**config.mk**
```make
export PLATFORM = sky130hd
export DESIGN_NAME = pgm_guard
export DESIGN_NICKNAME = d
export VERILOG_FILES = /design/src/rtl/pgm_guard_pkg.sv /design/src/rtl/pgm_guard_dp.sv /design/src/rtl/pgm_guard_ctrl.sv /design/src/rtl/pgm_guard.sv
export SDC_FILE = /design/constraint.sdc
export NUM_CORES = 1
export LEC_CHECK = 0
export BUFFER_PORTS_ARGS = -buffer_cell sky130_fd_sc_hd__buf_2
export CORE_MARGIN = 1.5
export CORE_UTILIZATION = 34
export DETAILED_ROUTE_END_ITERATION = 6
export HOLD_SLACK_MARGIN = 0.15
export PLACE_DENSITY = 0.71
export SLEW_MARGIN = 0
export SYNTH_ARGS = -nofsm -noshare
export SYNTH_HDL_FRONTEND = slang
export SYNTH_SLANG_ARGS = --single-unit
```
**constraint.sdc**
```tcl
create_clock -name clk -period 1.2 [get_ports clk]
set_input_delay 0.24 -clock clk [delete_from_list [all_inputs] [get_ports clk]]
set_output_delay 0.24 -clock clk [all_outputs]
set_load 0.1 [all_outputs]
```
**src/rtl/pgm_guard_pkg.sv**
```systemverilog
package pgm_guard_pkg;
  localparam int LOCK_W   = 3;
  localparam int STATUS_W = 8;

  typedef struct packed {
    logic setEn;
    logic clrEn;
    logic loadLock;
  } guardStrobe_t;

  typedef enum logic [1:0] {
    G_IDLE = 2'd0,
    G_PEND = 2'd1,
    G_BUSY = 2'd2
  } guardState_t;
endpackage

```
**src/rtl/pgm_guard_dp.sv**
```systemverilog
module pgm_guard_dp
  import pgm_guard_pkg::*;
#(
  parameter int ADDR_W = 10
) (
  input  logic                clk,
  input  logic                rstN,
  input  guardStrobe_t        strobe,
  input  logic [LOCK_W-1:0]   lockIn,
  input  logic [ADDR_W-1:0]   pgmAddr,
  output logic                enLatch,
  output logic                addrLocked,
  output logic [STATUS_W-1:0] statusOut
);
  localparam int TOP = ADDR_W - 1;

  // Lock code models nonvolatile storage: no reset term.
  logic [LOCK_W-1:0] lockField = '0;
  logic [2:0]        hi3;

  always_ff @(posedge clk or negedge rstN) begin
    if (!rstN)                enLatch <= 1'b0;
    else if (strobe.clrEn)    enLatch <= 1'b0;
    else if (strobe.setEn)    enLatch <= 1'b1;
  end

  always_ff @(posedge clk) begin
    if (strobe.loadLock) lockField <= lockIn;
  end

  assign hi3 = pgmAddr[TOP -: 3];

  always_comb begin
    case (lockField)
      3'd0:    addrLocked = 1'b0;
      3'd1:    addrLocked = (hi3 == 3'b111);
      3'd2:    addrLocked = (hi3[2:1] == 2'b11);
      3'd3:    addrLocked = hi3[2];
      3'd4:    addrLocked = ~hi3[2];
      3'd5:    addrLocked = (hi3[2:1] == 2'b00);
      3'd6:    addrLocked = (hi3 == 3'b000);
      default: addrLocked = 1'b1;
    endcase
  end

  assign statusOut = {{(STATUS_W-LOCK_W-1){1'b0}}, enLatch, lockField};
endmodule

```
**src/rtl/pgm_guard_ctrl.sv**
```systemverilog
module pgm_guard_ctrl
  import pgm_guard_pkg::*;
(
  input  logic         clk,
  input  logic         rstN,
  input  logic         csN,
  input  logic         wrProtectN,
  input  logic         cmdEnable,
  input  logic         cmdDisable,
  input  logic         cmdStatusPgm,
  input  logic         pgmReq,
  input  logic         pgmStart,
  input  logic         pgmDone,
  input  logic         enLatch,
  input  logic         addrLocked,
  output guardStrobe_t strobe,
  output logic         pgmGrant,
  output logic         pgmReject,
  output logic         pgmAbort
);
  guardState_t state;
  logic        protPrev;
  logic        protFall;
  logic        isIdle;
  logic        grantNow;
  logic        rejectNow;
  logic        abortNow;
  logic        doneNow;

  assign protFall  = protPrev & ~wrProtectN;
  assign isIdle    = (state == G_IDLE);
  assign grantNow  = pgmReq & isIdle & enLatch & wrProtectN & ~addrLocked;
  assign rejectNow = pgmReq & ~grantNow;
  assign abortNow  = (state == G_PEND) & protFall & ~csN & ~pgmStart;
  assign doneNow   = (state == G_BUSY) & pgmDone;

  always_comb begin
    strobe.loadLock = cmdStatusPgm & isIdle & enLatch & wrProtectN & ~pgmReq;
    strobe.setEn    = cmdEnable;
    strobe.clrEn    = cmdDisable | doneNow | strobe.loadLock;
  end

  always_ff @(posedge clk or negedge rstN) begin
    if (!rstN) begin
      state     <= G_IDLE;
      protPrev  <= 1'b0;
      pgmGrant  <= 1'b0;
      pgmReject <= 1'b0;
      pgmAbort  <= 1'b0;
    end else begin
      protPrev  <= wrProtectN;
      pgmGrant  <= grantNow;
      pgmReject <= rejectNow;
      pgmAbort  <= abortNow;
      case (state)
        G_IDLE: if (grantNow) state <= G_PEND;
        G_PEND: begin
          if (pgmStart)      state <= G_BUSY;
          else if (abortNow) state <= G_IDLE;
        end
        G_BUSY: if (pgmDone) state <= G_IDLE;
        default: state <= G_IDLE;
      endcase
    end
  end
endmodule

```
**src/rtl/pgm_guard.sv**
```systemverilog
module pgm_guard
  import pgm_guard_pkg::*;
#(
  parameter int ADDR_W = 10
) (
  input  logic                clk,
  input  logic                rstN,
  input  logic                csN,
  input  logic                wrProtectN,
  input  logic                cmdEnable,
  input  logic                cmdDisable,
  input  logic                cmdStatusPgm,
  input  logic [LOCK_W-1:0]   lockIn,
  input  logic                pgmReq,
  input  logic [ADDR_W-1:0]   pgmAddr,
  input  logic                pgmStart,
  input  logic                pgmDone,
  output logic                pgmGrant,
  output logic                pgmReject,
  output logic                pgmAbort,
  output logic [STATUS_W-1:0] statusOut
);
  guardStrobe_t strobe;
  logic         enLatch;
  logic         addrLocked;

  pgm_guard_ctrl u_ctrl (
    .clk(clk), .rstN(rstN), .csN(csN), .wrProtectN(wrProtectN),
    .cmdEnable(cmdEnable), .cmdDisable(cmdDisable), .cmdStatusPgm(cmdStatusPgm),
    .pgmReq(pgmReq), .pgmStart(pgmStart), .pgmDone(pgmDone),
    .enLatch(enLatch), .addrLocked(addrLocked), .strobe(strobe),
    .pgmGrant(pgmGrant), .pgmReject(pgmReject), .pgmAbort(pgmAbort)
  );

  pgm_guard_dp #(.ADDR_W(ADDR_W)) u_dp (
    .clk(clk), .rstN(rstN), .strobe(strobe), .lockIn(lockIn),
    .pgmAddr(pgmAddr), .enLatch(enLatch), .addrLocked(addrLocked),
    .statusOut(statusOut)
  );
endmodule

```
==> results of run 1 <==
-- cell families (layout without fill, tap and decap cells) --
kind of cell / count (synthesis) / in the layout / share of synthesized area [%]
AND/OR/NAND/NOR: 17 / 17 / 25.26
buffers and inverters: 8 / 44 / 9.950
flip-flops: 10 / 10 / 54.08
other: 1 / 4 / 0.7646
AO/OA/AOI/OAI: 6 / 6 / 9.950
-- flip-flops by register name, summed over array words and instances (netlist names) --
name	flops
u_dp.lockField	3
u_dp.enLatch	1
u_ctrl.pgmReject	1
u_ctrl.state	2
u_ctrl.protPrev	1
u_ctrl.pgmAbort	1
u_ctrl.pgmGrant	1
-- worst paths after layout --
check                                 from                end  slack (ns)  depth (start not counted)
min                               pgmStart    u_ctrl.pgmAbort        0.17                          2
max                        u_ctrl.state[0]  u_dp.lockField[0]       -0.08                          2
max reg2reg                u_ctrl.state[0]  u_dp.lockField[0]       -0.08                          2
max in group asynchronous             rstN   u_ctrl.pgmReject        0.69                          2
min reg2reg                u_ctrl.state[1]    u_ctrl.pgmAbort        0.58                          2
min in group asynchronous             rstN    u_ctrl.pgmGrant        0.35                          2
-- synthesized netlist by cell type, types with 2 or more instances --
cell      count
o21ai_0       2
dfrtp_1       7
buf_4         5
nand2_1       3
edfxtp_1      3
nor2_1        2
nand3b_1      3
inv_1         3
-- cell type report --
type,count,area [um^2]
Multi-Input combinational cell,27,211.5
Sequential cell,10,265.3
Timing Repair Buffer,37,357.8
Tap cell,15,18.77
Clock buffer,4,26.28
Fill cell,98,426.7
Inverter,3,11.26
-- routing by layer --
layer | wire length, um | global-route usage [%]
met1 | 417 | 16.78
met2 | 522 | 23.83
met3 | 44 | 8.152
met4 | 0 | 5.000
met5 | 0 | 0
-- metrics by stage --
| stage | cells | hold slack [ns] |
|---|---|---|
| after floorplan | 45 | -0.05559 |
| after global placement | 84 | 0.07928 |
| after detailed placement | 84 | 0.08316 |
| after CTS | 95 | 0.1569 |
| after global routing | 96 | 0.1583 |
| final | 96 | 0.1659 |
-- layout by cell type (no fill, tap or decap) --
| master | synthesis | final |
|---|---|---|
| or3b_1 | 1 | 1 |
| o2111a_1 | 1 | 1 |
| nor2_1 | 2 | 2 |
| inv_1 | 3 | 3 |
| nor3_2 | 0 | 1 |
| nand4b_1 | 1 | 1 |
| edfxtp_1 | 3 | 3 |
| o31a_1 | 1 | 1 |
| and3b_2 | 0 | 1 |
| buf_12 | 0 | 7 |
| clkbuf_1 | 0 | 1 |
| a31oi_4 | 0 | 1 |
| conb_1 | 1 | 4 |
| nand3b_1 | 3 | 3 |
| nor4b_1 | 1 | 1 |
| nor3b_1 | 1 | 1 |
| dlygate4sd3_1 | 0 | 6 |
| buf_6 | 0 | 4 |
| nand2_1 | 3 | 2 |
| nand2b_1 | 1 | 1 |
| clkbuf_4 | 0 | 3 |
| buf_4 | 5 | 5 |
| nor4_2 | 1 | 1 |
| nor4bb_2 | 1 | 1 |
| nand2_2 | 0 | 1 |
| o31ai_2 | 1 | 1 |
| o21ai_0 | 2 | 1 |
| dfrtp_1 | 7 | 7 |
| o21ai_1 | 0 | 1 |
| buf_2 | 0 | 15 |
-- power breakdown --
part,internal (mW),switching [mW],total (mW)
clock,0.128,0.113,0.242
sequential,0.365,0.0105,0.376
combinational,0.0973,0.159,0.256
-- timing repair --
item	in CTS	in global routing
hold endpoints to repair	12	0
hold buffers	6	0
pin swaps	4	2
endpoints found under the setup margin	10	11
setup buffers	1	1
gates resized for setup	5	2
==> metrics.log, run 1 <==
[metrics] vias after detailed routing: 430
[metrics] dominant synthesized flop cell: dfrtp_1
[metrics] FF+latch count, synth: 10
[metrics] final cell area excluding filler cells: 890.9 um^2
[metrics] cell area after placement: 758.2 um^2
[metrics] Area growth syn-to-layout: 81.63%
[metrics] detailed-route wire length per cell: 10.25 um
[metrics] failing checks: negative setup slack
[metrics] asr flop ratio synth: 70.00%
[metrics] number of remaining DRC errors: 0
[metrics] Diodes inserted: 0
[metrics] TritonCTS buffer count: 3
[metrics] buffers added on ports: 22
[metrics] startpoint class of the critical path: flop
[metrics] area of the die: 1679 um^2
[metrics] total number of yosys warnings: 0
[metrics] gp weighted congestion: 0.7658
[metrics] Detail Route Antenna Nets: 0
[metrics] per-instance average area after synthesis: 11.68 um^2
[metrics] result of the run: finished with violations
[metrics] clock tree from TritonCTS: built
[metrics] cell type with the largest total area after synthesis: dfrtp_1
[metrics] Top Ports: 34
[metrics] largest driver fanout on the critical path: 4
[metrics] leakage power summed over all cells: 0.4092 nW
[metrics] final count of negative-setup-slack endpoints: 7
[metrics] Buf/Inv on CP: 0
[metrics] largest net degree at the start of global routing: 8
[metrics] achievable frequency: 779.8 MHz
[metrics] Power per Cell Area: 981.1 nW/um^2
[metrics] count of endpoints failing hold in the final timing report: 0
[metrics] total detailed-routing wirelength: 984 um
[metrics] clock transition time at the flip-flop clock pins of the worst setup and hold paths: 0.07 ns
[metrics] path category of the worst min-delay check: input port to flop
[metrics] peak ir drop on the vdd network: 0.0005710 V
[metrics] post-detailed-placement half-perimeter wirelength: 739.5 um
[metrics] data arrival time of the worst path: 1.26 ns
[metrics] number of global-route vias before repair: 392
[metrics] total core area: 1318 um^2
[metrics] data required time at the worst endpoint: 1.18 ns
[metrics] share of post-route cells with drive strength above 1: 50.62%
[metrics] Die X: 40.98 um
[metrics] number of flops mapped to enable cells by yosys: 3
[metrics] gate family responsible for the most delay along the worst path: simple AND/OR/NAND/NOR gates
[metrics] category of the worst setup path capture point: flop
[metrics] number of levels in the clock H-tree: 1
[metrics] Slowest cell on crit path: dfrtp_1
[metrics] final worst-path setup slack: -0.08239 ns
[metrics] GR Util All Layers: 14.95%
[metrics] initial cell density of the core: 37.23%
[metrics] Final Critical Period: 1.282 ns
[metrics] worst setup skew after layout: 0.002566 ns
[metrics] number of optimization iterations in the first detailed-route pass: 2
[metrics] die boundary height: 40.98 um
[metrics] unrepaired setup endpoints after global routing: yes
[metrics] final core area utilization: 67.62%
[metrics] Final Max Slew Viols: 0
[metrics] wire length of the first global-routing pass: 1.538 mm
[metrics] Total Power: 0.8741 mW
[metrics] global-route congestion overflow total: 0
[metrics] clk sinks: 10
[metrics] number of antenna violations at the first check in global routing: 0
[metrics] delay contributed by the slowest stage of the critical path: 0.41 ns
[metrics] number of distinct library cells after synthesis: 22
[metrics] area of the mapped netlist: 490.5 um^2
[metrics] crit path cell chain: nor4bb_2 -> and3b_2
[metrics] 1st-iter DRT viols: 8
[metrics] Post-Route Setup TNS: -0.5168 ns
[metrics] worst slack after detailed placement: -0.1230 ns
[metrics] Mapped Cells: 42
[metrics] clock latency reported for the late side of the worst-skew pair: 0.26 ns
[metrics] area share of the largest cell type after synthesis: 35.71%
[metrics] Clock Tree Root: clkbuf_4
[metrics] critical path start-end classification: flop to flop
[metrics] Max-Cap Viols: 0
[metrics] top cells by area in the synthesized netlist: dfrtp_1, edfxtp_1, buf_4
[metrics] Via-to-Cell Ratio: 4.479
[metrics] final-stage net count: 105
[metrics] buffers from clock root to sink, at most: 2
[metrics] Final Cycle Share: 106.9%
[metrics] sequential share of the synthesized area: 54.08%
[metrics] number of standard-cell rows in the floorplan: 13
Power figures use the tool's default switching activity.
==> run 2, diff against run 1 <==
--- a/config.mk
+++ b/config.mk
@@ -6,11 +6,11 @@
 export NUM_CORES = 1
 export LEC_CHECK = 0
 export BUFFER_PORTS_ARGS = -buffer_cell sky130_fd_sc_hd__buf_2
-export CORE_MARGIN = 1.5
-export CORE_UTILIZATION = 34
+export CORE_AREA = 2 2 39 41
 export DETAILED_ROUTE_END_ITERATION = 6
+export DIE_AREA = 0 0 41 43
 export HOLD_SLACK_MARGIN = 0.15
-export PLACE_DENSITY = 0.71
+export PLACE_DENSITY = 0.73
 export SLEW_MARGIN = 0
 export SYNTH_ARGS = -nofsm -noshare
 export SYNTH_HDL_FRONTEND = slang
==> constraint.sdc (replaced) <==
create_clock -name clk -period 1.5 [get_ports clk]
set_input_delay 0.3 -clock clk [delete_from_list [all_inputs] [get_ports clk]]
set_output_delay 0.3 -clock clk [all_outputs]
set_load 0.1 [all_outputs]
==> metrics.log, run 2 (synthesis gave the netlist of run 1 again) <==
[metrics] worst setup skew after layout: 0.007119 ns
[metrics] achievable frequency: 698.9 MHz
[metrics] number of flip-flops in the largest register: 3
[metrics] count of fill cells added during filler insertion: 145
[metrics] area of the die: 1763 um^2
[metrics] unrepaired setup endpoints after global routing: no
[metrics] detailed-route wire length per cell: 10.29 um
[metrics] Total Power: 0.6433 mW
[metrics] buffers from clock root to sink, at most: 2
[metrics] worst slack after detailed placement: 0.1490 ns
[metrics] leading cell types in the layout, fill and taps excluded: buf_2, dfrtp_1, conb_1
[metrics] final count of negative-setup-slack endpoints: 0
[metrics] delay contributed by the slowest stage of the critical path: 0.45 ns
[metrics] category of the worst setup path capture point: output pin
[metrics] Max-Cap Viols: 0
[metrics] TritonCTS buffer count: 3
[metrics] FF-to-FF Start: u_ctrl.state[0]
[metrics] clock transition time at the flip-flop clock pins of the worst setup and hold paths: 0.07 ns
[metrics] number of remaining DRC errors: 0
[metrics] register-to-register path setup slack: 0.15 ns
[metrics] initial cell density of the core: 35.44%
[metrics] result of the run: finished, final reports clean
[metrics] final-stage net count: 92
[metrics] critical hold path startpoint: wrProtectN
[metrics] count of endpoints failing hold in the final timing report: 0
[metrics] Buf/Inv on CP: 1
[metrics] number of gates resized after cts: 0
[metrics] share of post-route cells with drive strength above 1: 44.12%
[metrics] clock latency reported for the late side of the worst-skew pair: 0.26 ns
[metrics] Worst Hold Path Cells: 1
[metrics] GR Util All Layers: 12.13%
[metrics] cell area after placement: 608.1 um^2
[metrics] Detail Route Antenna Nets: 0
[metrics] Final Max Slew Viols: 0
[metrics] number of levels in the clock H-tree: 1
[metrics] terminus of the critical flop-to-flop path: u_dp.lockField[1]
[metrics] clock tree from TritonCTS: built
[metrics] number of cell instances on the worst register-to-register path: 2
[metrics] peak ir drop on the vdd network: 0.0006381 V
[metrics] leakage power summed over all cells: 0.3060 nW
[metrics] global-route congestion overflow total: 0
[metrics] number of optimization iterations in the first detailed-route pass: 4
[metrics] startpoint class of the critical path: flop
[metrics] buffers added on ports: 22
[metrics] gp weighted congestion: 0.7087
[metrics] final cell area excluding filler cells: 644.4 um^2
[metrics] data arrival time of the worst path: 1.13 ns
[metrics] critical path start-end classification: flop to output pin
[metrics] Clock Tree Root: clkbuf_4
[metrics] vias after detailed routing: 393
[metrics] Top Ports: 34
[metrics] largest net degree at the start of global routing: 8
[metrics] number of global-route vias before repair: 346
[metrics] largest reg by FF count: u_dp.lockField
[metrics] number of standard-cell rows in the floorplan: 14
[metrics] Via-to-Cell Ratio: 4.679
[metrics] Slowest cell on crit path: buf_2
[metrics] largest driver fanout on the critical path: 5
[metrics] wire length of the first global-routing pass: 1.435 mm
[metrics] Area growth syn-to-layout: 31.38%
[metrics] gate family responsible for the most delay along the worst path: buffers and inverters
[metrics] total detailed-routing wirelength: 864 um
[metrics] clk sinks: 10
[metrics] die boundary height: 43 um
[metrics] registers with the highest flip-flop counts: u_dp.lockField x3, u_ctrl.state x2
[metrics] path category of the worst min-delay check: input port to flop
[metrics] final worst-path setup slack: 0.06911 ns
[metrics] Final Cycle Share: 95.39%
[metrics] crit path cell chain: buf_2
[metrics] terminating pin of the worst hold path: u_ctrl.protPrev
[metrics] Diodes inserted: 0
[metrics] most common cell after layout, fill and taps aside: buf_2
[metrics] 1st-iter DRT viols: 8
[metrics] data required time at the worst endpoint: 1.20 ns
[metrics] Die X: 41 um
[metrics] Final Critical Period: 1.431 ns
[metrics] total core area: 1384 um^2
[metrics] number of antenna violations at the first check in global routing: 0
[metrics] Power per Cell Area: 998.4 nW/um^2
[metrics] post-CTS setup buffers: 0
-- run 2: repair_timing --
item	4_1_cts	5_1_grt
hold buffers	1	0
endpoints found under the hold margin	7	0
endpoints found under the setup margin	0	0
-- run 2: report_power, final --
part	switching (mW)	total (mW)	internal (mW)
logic	0.118	0.155	0.0374
registers	0.00772	0.300	0.292
clock network	0.0856	0.188	0.102
total	0.211	0.643	0.432
-- run 2: layout make-up --
type	count	area, um^2	area share [%]
tap	16	20.02	3.107
inverter	3	11.26	1.748
multi-input combinational	27	193.9	30.10
timing repair buffer	24	127.6	19.81
sequential	10	265.3	41.16
clock buffer	4	26.28	4.078
-- run 2: per-layer routing --
| metal | part of all wire, % | up-vias | track usage [%] |
|---|---|---|---|
| met3 | 6.9 | 0 | 3.141 |
| met1 | 41 | 180 | 16.22 |
| li1 | - | 197 | - |
| met2 | 52 | 16 | 17.50 |
| met5 | 0 | - | 0 |
| met4 | 0 | 0 | 6.000 |
-- run 2: how the worst max path moves through the flow --
stage / start / end / slack (ns) / depth (start not counted)
after floorplan: u_dp.lockField[1] / u_ctrl.pgmReject / -0.25 / 3
after global placement: u_ctrl.state[0] / u_dp.lockField[1] / 0.16 / 2
after detailed placement: u_ctrl.state[0] / u_dp.lockField[1] / 0.15 / 2
after CTS: u_dp.lockField[0] / statusOut[0] / 0.07 / 1
after global routing: u_dp.lockField[0] / statusOut[0] / 0.04 / 1
final: u_dp.lockField[0] / statusOut[0] / 0.07 / 1
-- run 2: stage by stage --
| step | hold WS (ns) | instances | TNS (ns) | utilization, % |
|---|---|---|---|---|
| 2_1_floorplan | 0.004409 | 45 | -0.4798 | - |
| 3_3_place_gp | 0.1365 | 79 | 0 | 43.94 |
| 3_5_place_dp | 0.1411 | 79 | 0 | 43.94 |
| 4_1_cts | 0.1722 | 84 | 0 | 46.56 |
| 5_1_grt | 0.1682 | 84 | 0 | 46.56 |
| 6_report | 0.1802 | 84 | 0 | 46.56 |
==> run 3, diff against run 2 <==
--- a/config.mk
+++ b/config.mk
@@ -14,4 +14,5 @@
 export SLEW_MARGIN = 0
 export SYNTH_ARGS = -nofsm -noshare
 export SYNTH_HDL_FRONTEND = slang
+export SYNTH_HIERARCHICAL = 1
 export SYNTH_SLANG_ARGS = --single-unit
==> metrics.log, run 3 <==
[metrics] post-CTS setup buffers: 0
[metrics] Final Cycle Share: 94.54%
[metrics] global-route congestion overflow total: 0
[metrics] Top Ports: 34
[metrics] number of optimization iterations in the first detailed-route pass: 4
[metrics] unrepaired setup endpoints after global routing: no
[metrics] most common cell after layout, fill and taps aside: buf_2
[metrics] leading cell types in the layout, fill and taps excluded: buf_2, dfrtp_1, conb_1
[metrics] Hold-fix buffers, CTS: 1
[metrics] wire length of the first global-routing pass: 1.449 mm
[metrics] count of fill cells added during filler insertion: 132
[metrics] largest net degree at the start of global routing: 8
[metrics] most common cell in the netlist: dfrtp_1
[metrics] total number of yosys warnings: 6
[metrics] startpoint class of the critical path: flop
[metrics] buffers added on ports: 22
[metrics] gate family responsible for the most delay along the worst path: buffers and inverters
[metrics] crit path cell chain: buf_2
[metrics] achievable frequency: 705.2 MHz
[metrics] Final Critical Period: 1.418 ns
[metrics] Max-Cap Viols: 0
[metrics] Die X: 41 um
[metrics] number of gates resized after cts: 0
[metrics] Mapped Cells: 43
[metrics] cell types with the highest counts after synthesis: dfrtp_1, buf_4, edfxtp_1, inv_1, nor2_1
[metrics] final-stage net count: 92
[metrics] area share of the largest cell type after synthesis: 35.71%
[metrics] sequential share of power: 46.6%
[metrics] number of flip-flops in the largest register: 3
[metrics] FF+latch count, synth: 10
[metrics] leakage power summed over all cells: 0.3056 nW
[metrics] asr flop ratio synth: 70.00%
[metrics] dominant synthesized flop cell: dfrtp_1
[metrics] result of the run: finished, final reports clean
[metrics] Final Max Slew Viols: 0
[metrics] number of remaining DRC errors: 0
[metrics] post-detailed-placement half-perimeter wirelength: 651.1 um
[metrics] gp weighted congestion: 0.7579
[metrics] share of post-route cells with drive strength above 1: 39.71%
[metrics] fraction of power spent switching nets: 32.82%
[metrics] Post-Route Hold Slack: 0.2025 ns
[metrics] sequential share of the synthesized area: 54.08%
[metrics] Buf/Inv on CP: 1
[metrics] top cells by area in the synthesized netlist: dfrtp_1, edfxtp_1, buf_4
[metrics] Via-to-Cell Ratio: 4.667
[metrics] number of standard-cell rows in the floorplan: 14
[metrics] final count of negative-setup-slack endpoints: 0
[metrics] clock network fraction of design power: 29.5%
[metrics] area of the die: 1763 um^2
[metrics] Total Power: 0.6409 mW
[metrics] count of endpoints failing hold in the final timing report: 0
[metrics] 1st-iter DRT viols: 5
[metrics] initial cell density of the core: 35.44%
[metrics] largest driver fanout on the critical path: 5
[metrics] clk sinks: 10
[metrics] clock latency reported for the late side of the worst-skew pair: 0.26 ns
[metrics] number of distinct library cells after synthesis: 24
[metrics] per-instance average area after synthesis: 11.41 um^2
[metrics] cell type with the largest total area after synthesis: dfrtp_1
[metrics] category of the worst setup path capture point: output pin
[metrics] data required time at the worst endpoint: 1.20 ns
[metrics] GR Util All Layers: 12.24%
[metrics] detailed-route wire length per cell: 9.869 um
[metrics] worst setup skew after layout: 0.0002777 ns
[metrics] die boundary height: 43 um
[metrics] critical path start-end classification: flop to output pin
[metrics] Clock Tree Root: clkbuf_4
[metrics] number of flops mapped to enable cells by yosys: 3
[metrics] area of the mapped netlist: 490.5 um^2
[metrics] number of antenna violations at the first check in global routing: 0
[metrics] Detail Route Antenna Nets: 0
[metrics] data arrival time of the worst path: 1.12 ns
[metrics] path category of the worst min-delay check: input port to flop
[metrics] delay contributed by the slowest stage of the critical path: 0.45 ns
[metrics] Area growth syn-to-layout: 28.57%
[metrics] combinational fraction of design power: 23.9%
[metrics] peak ir drop on the vdd network: 0.0003766 V
[metrics] largest reg by FF count: u_dp/lockField
[metrics] number of levels in the clock H-tree: 1
[metrics] buffers from clock root to sink, at most: 2
[metrics] vias after detailed routing: 392
[metrics] clock transition time at the flip-flop clock pins of the worst setup and hold paths: 0.06 ns
[metrics] internal cell power: 0.4305 mW
[metrics] TritonCTS buffer count: 3
[metrics] Diodes inserted: 0
[metrics] Post-Route Setup TNS: 0 ns
[metrics] Slowest cell on crit path: buf_2
[metrics] registers with the highest flip-flop counts: u_dp/lockField x3, u_ctrl/state x2
[metrics] clock tree from TritonCTS: built
[metrics] sw power: 0.2104 mW
[metrics] Power per Cell Area: 1016 nW/um^2
[metrics] total core area: 1384 um^2
[metrics] number of global-route vias before repair: 367
[metrics] total detailed-routing wirelength: 829 um
==> run 3: logic make-up (layout without fill, tap and decap cells) <==
family / count (synthesis) / in the layout / share of synthesized area (%)
AND/OR/NAND/NOR: 15 / 15 / 21.43
flip-flops: 10 / 10 / 54.08
buffers and inverters: 9 / 31 / 11.48
AO/OA/AOI/OAI: 8 / 8 / 12.25
other: 1 / 4 / 0.7646
==> run 3: power groups by stage <==
| stage | clock network (mW) | logic, mW | registers [mW] |
|---|---|---|---|
| 2_1_floorplan | 0 | 0.0975 | 0.331 |
| 3_3_place_gp | 0 | 0.151 | 0.303 |
| 3_5_place_dp | 0 | 0.152 | 0.304 |
| 4_1_cts | 0.199 | 0.154 | 0.298 |
| 5_1_grt | 0.215 | 0.163 | 0.300 |
| 6_report | 0.189 | 0.153 | 0.299 |
==> run 3: metrics by stage <==
step	util, %	instance area (um^2)	std cells	setup WS, ns
floorplan	-	501.7	46	-0.3410
global placement	42.95	594.3	79	0.2379
detailed placement	42.95	594.3	79	0.2042
CTS	45.57	630.6	84	0.07652
global route	45.57	630.6	84	0.02290
finish	45.57	630.6	84	0.08196
==> run 3: path summary, 6_finish.rpt <==
check | startpoint | endpoint | cells after the start | slack, ns
worst min-delay path | wrProtectN | u_ctrl/protPrev | 1 | 0.20
max in group asynchronous | rstN | u_ctrl/pgmGrant | 2 | 0.92
worst min register to register | u_dp/enLatch | u_dp/enLatch | 2 | 0.54
worst max-delay path | u_dp/lockField[0] | statusOut[0] | 1 | 0.08
worst max register to register | u_dp/lockField[1] | u_ctrl/state[0] | 4 | 0.20
min in group asynchronous | rstN | u_ctrl/state[1] | 2 | 0.42
==> run 3: cell type report <==
type,count,area (um^2),share of cell area [%]
clock buffers,4,26.28,4.167
inverters,3,11.26,1.786
flip-flops and latches,10,265.3,42.06
multi-input cells,27,180.2,28.57
repair buffers,24,127.6,20.24
well taps,16,20.02,3.175
==> run 3: routing by layer <==
metal | GRT usage (%) | up-vias | wire, um
met5 | 0 | - | 0
met4 | 4.000 | 0 | 0
met3 | 4.712 | 0 | 52
met2 | 18.44 | 15 | 423
met1 | 15.59 | 181 | 354
li1 | - | 196 | -
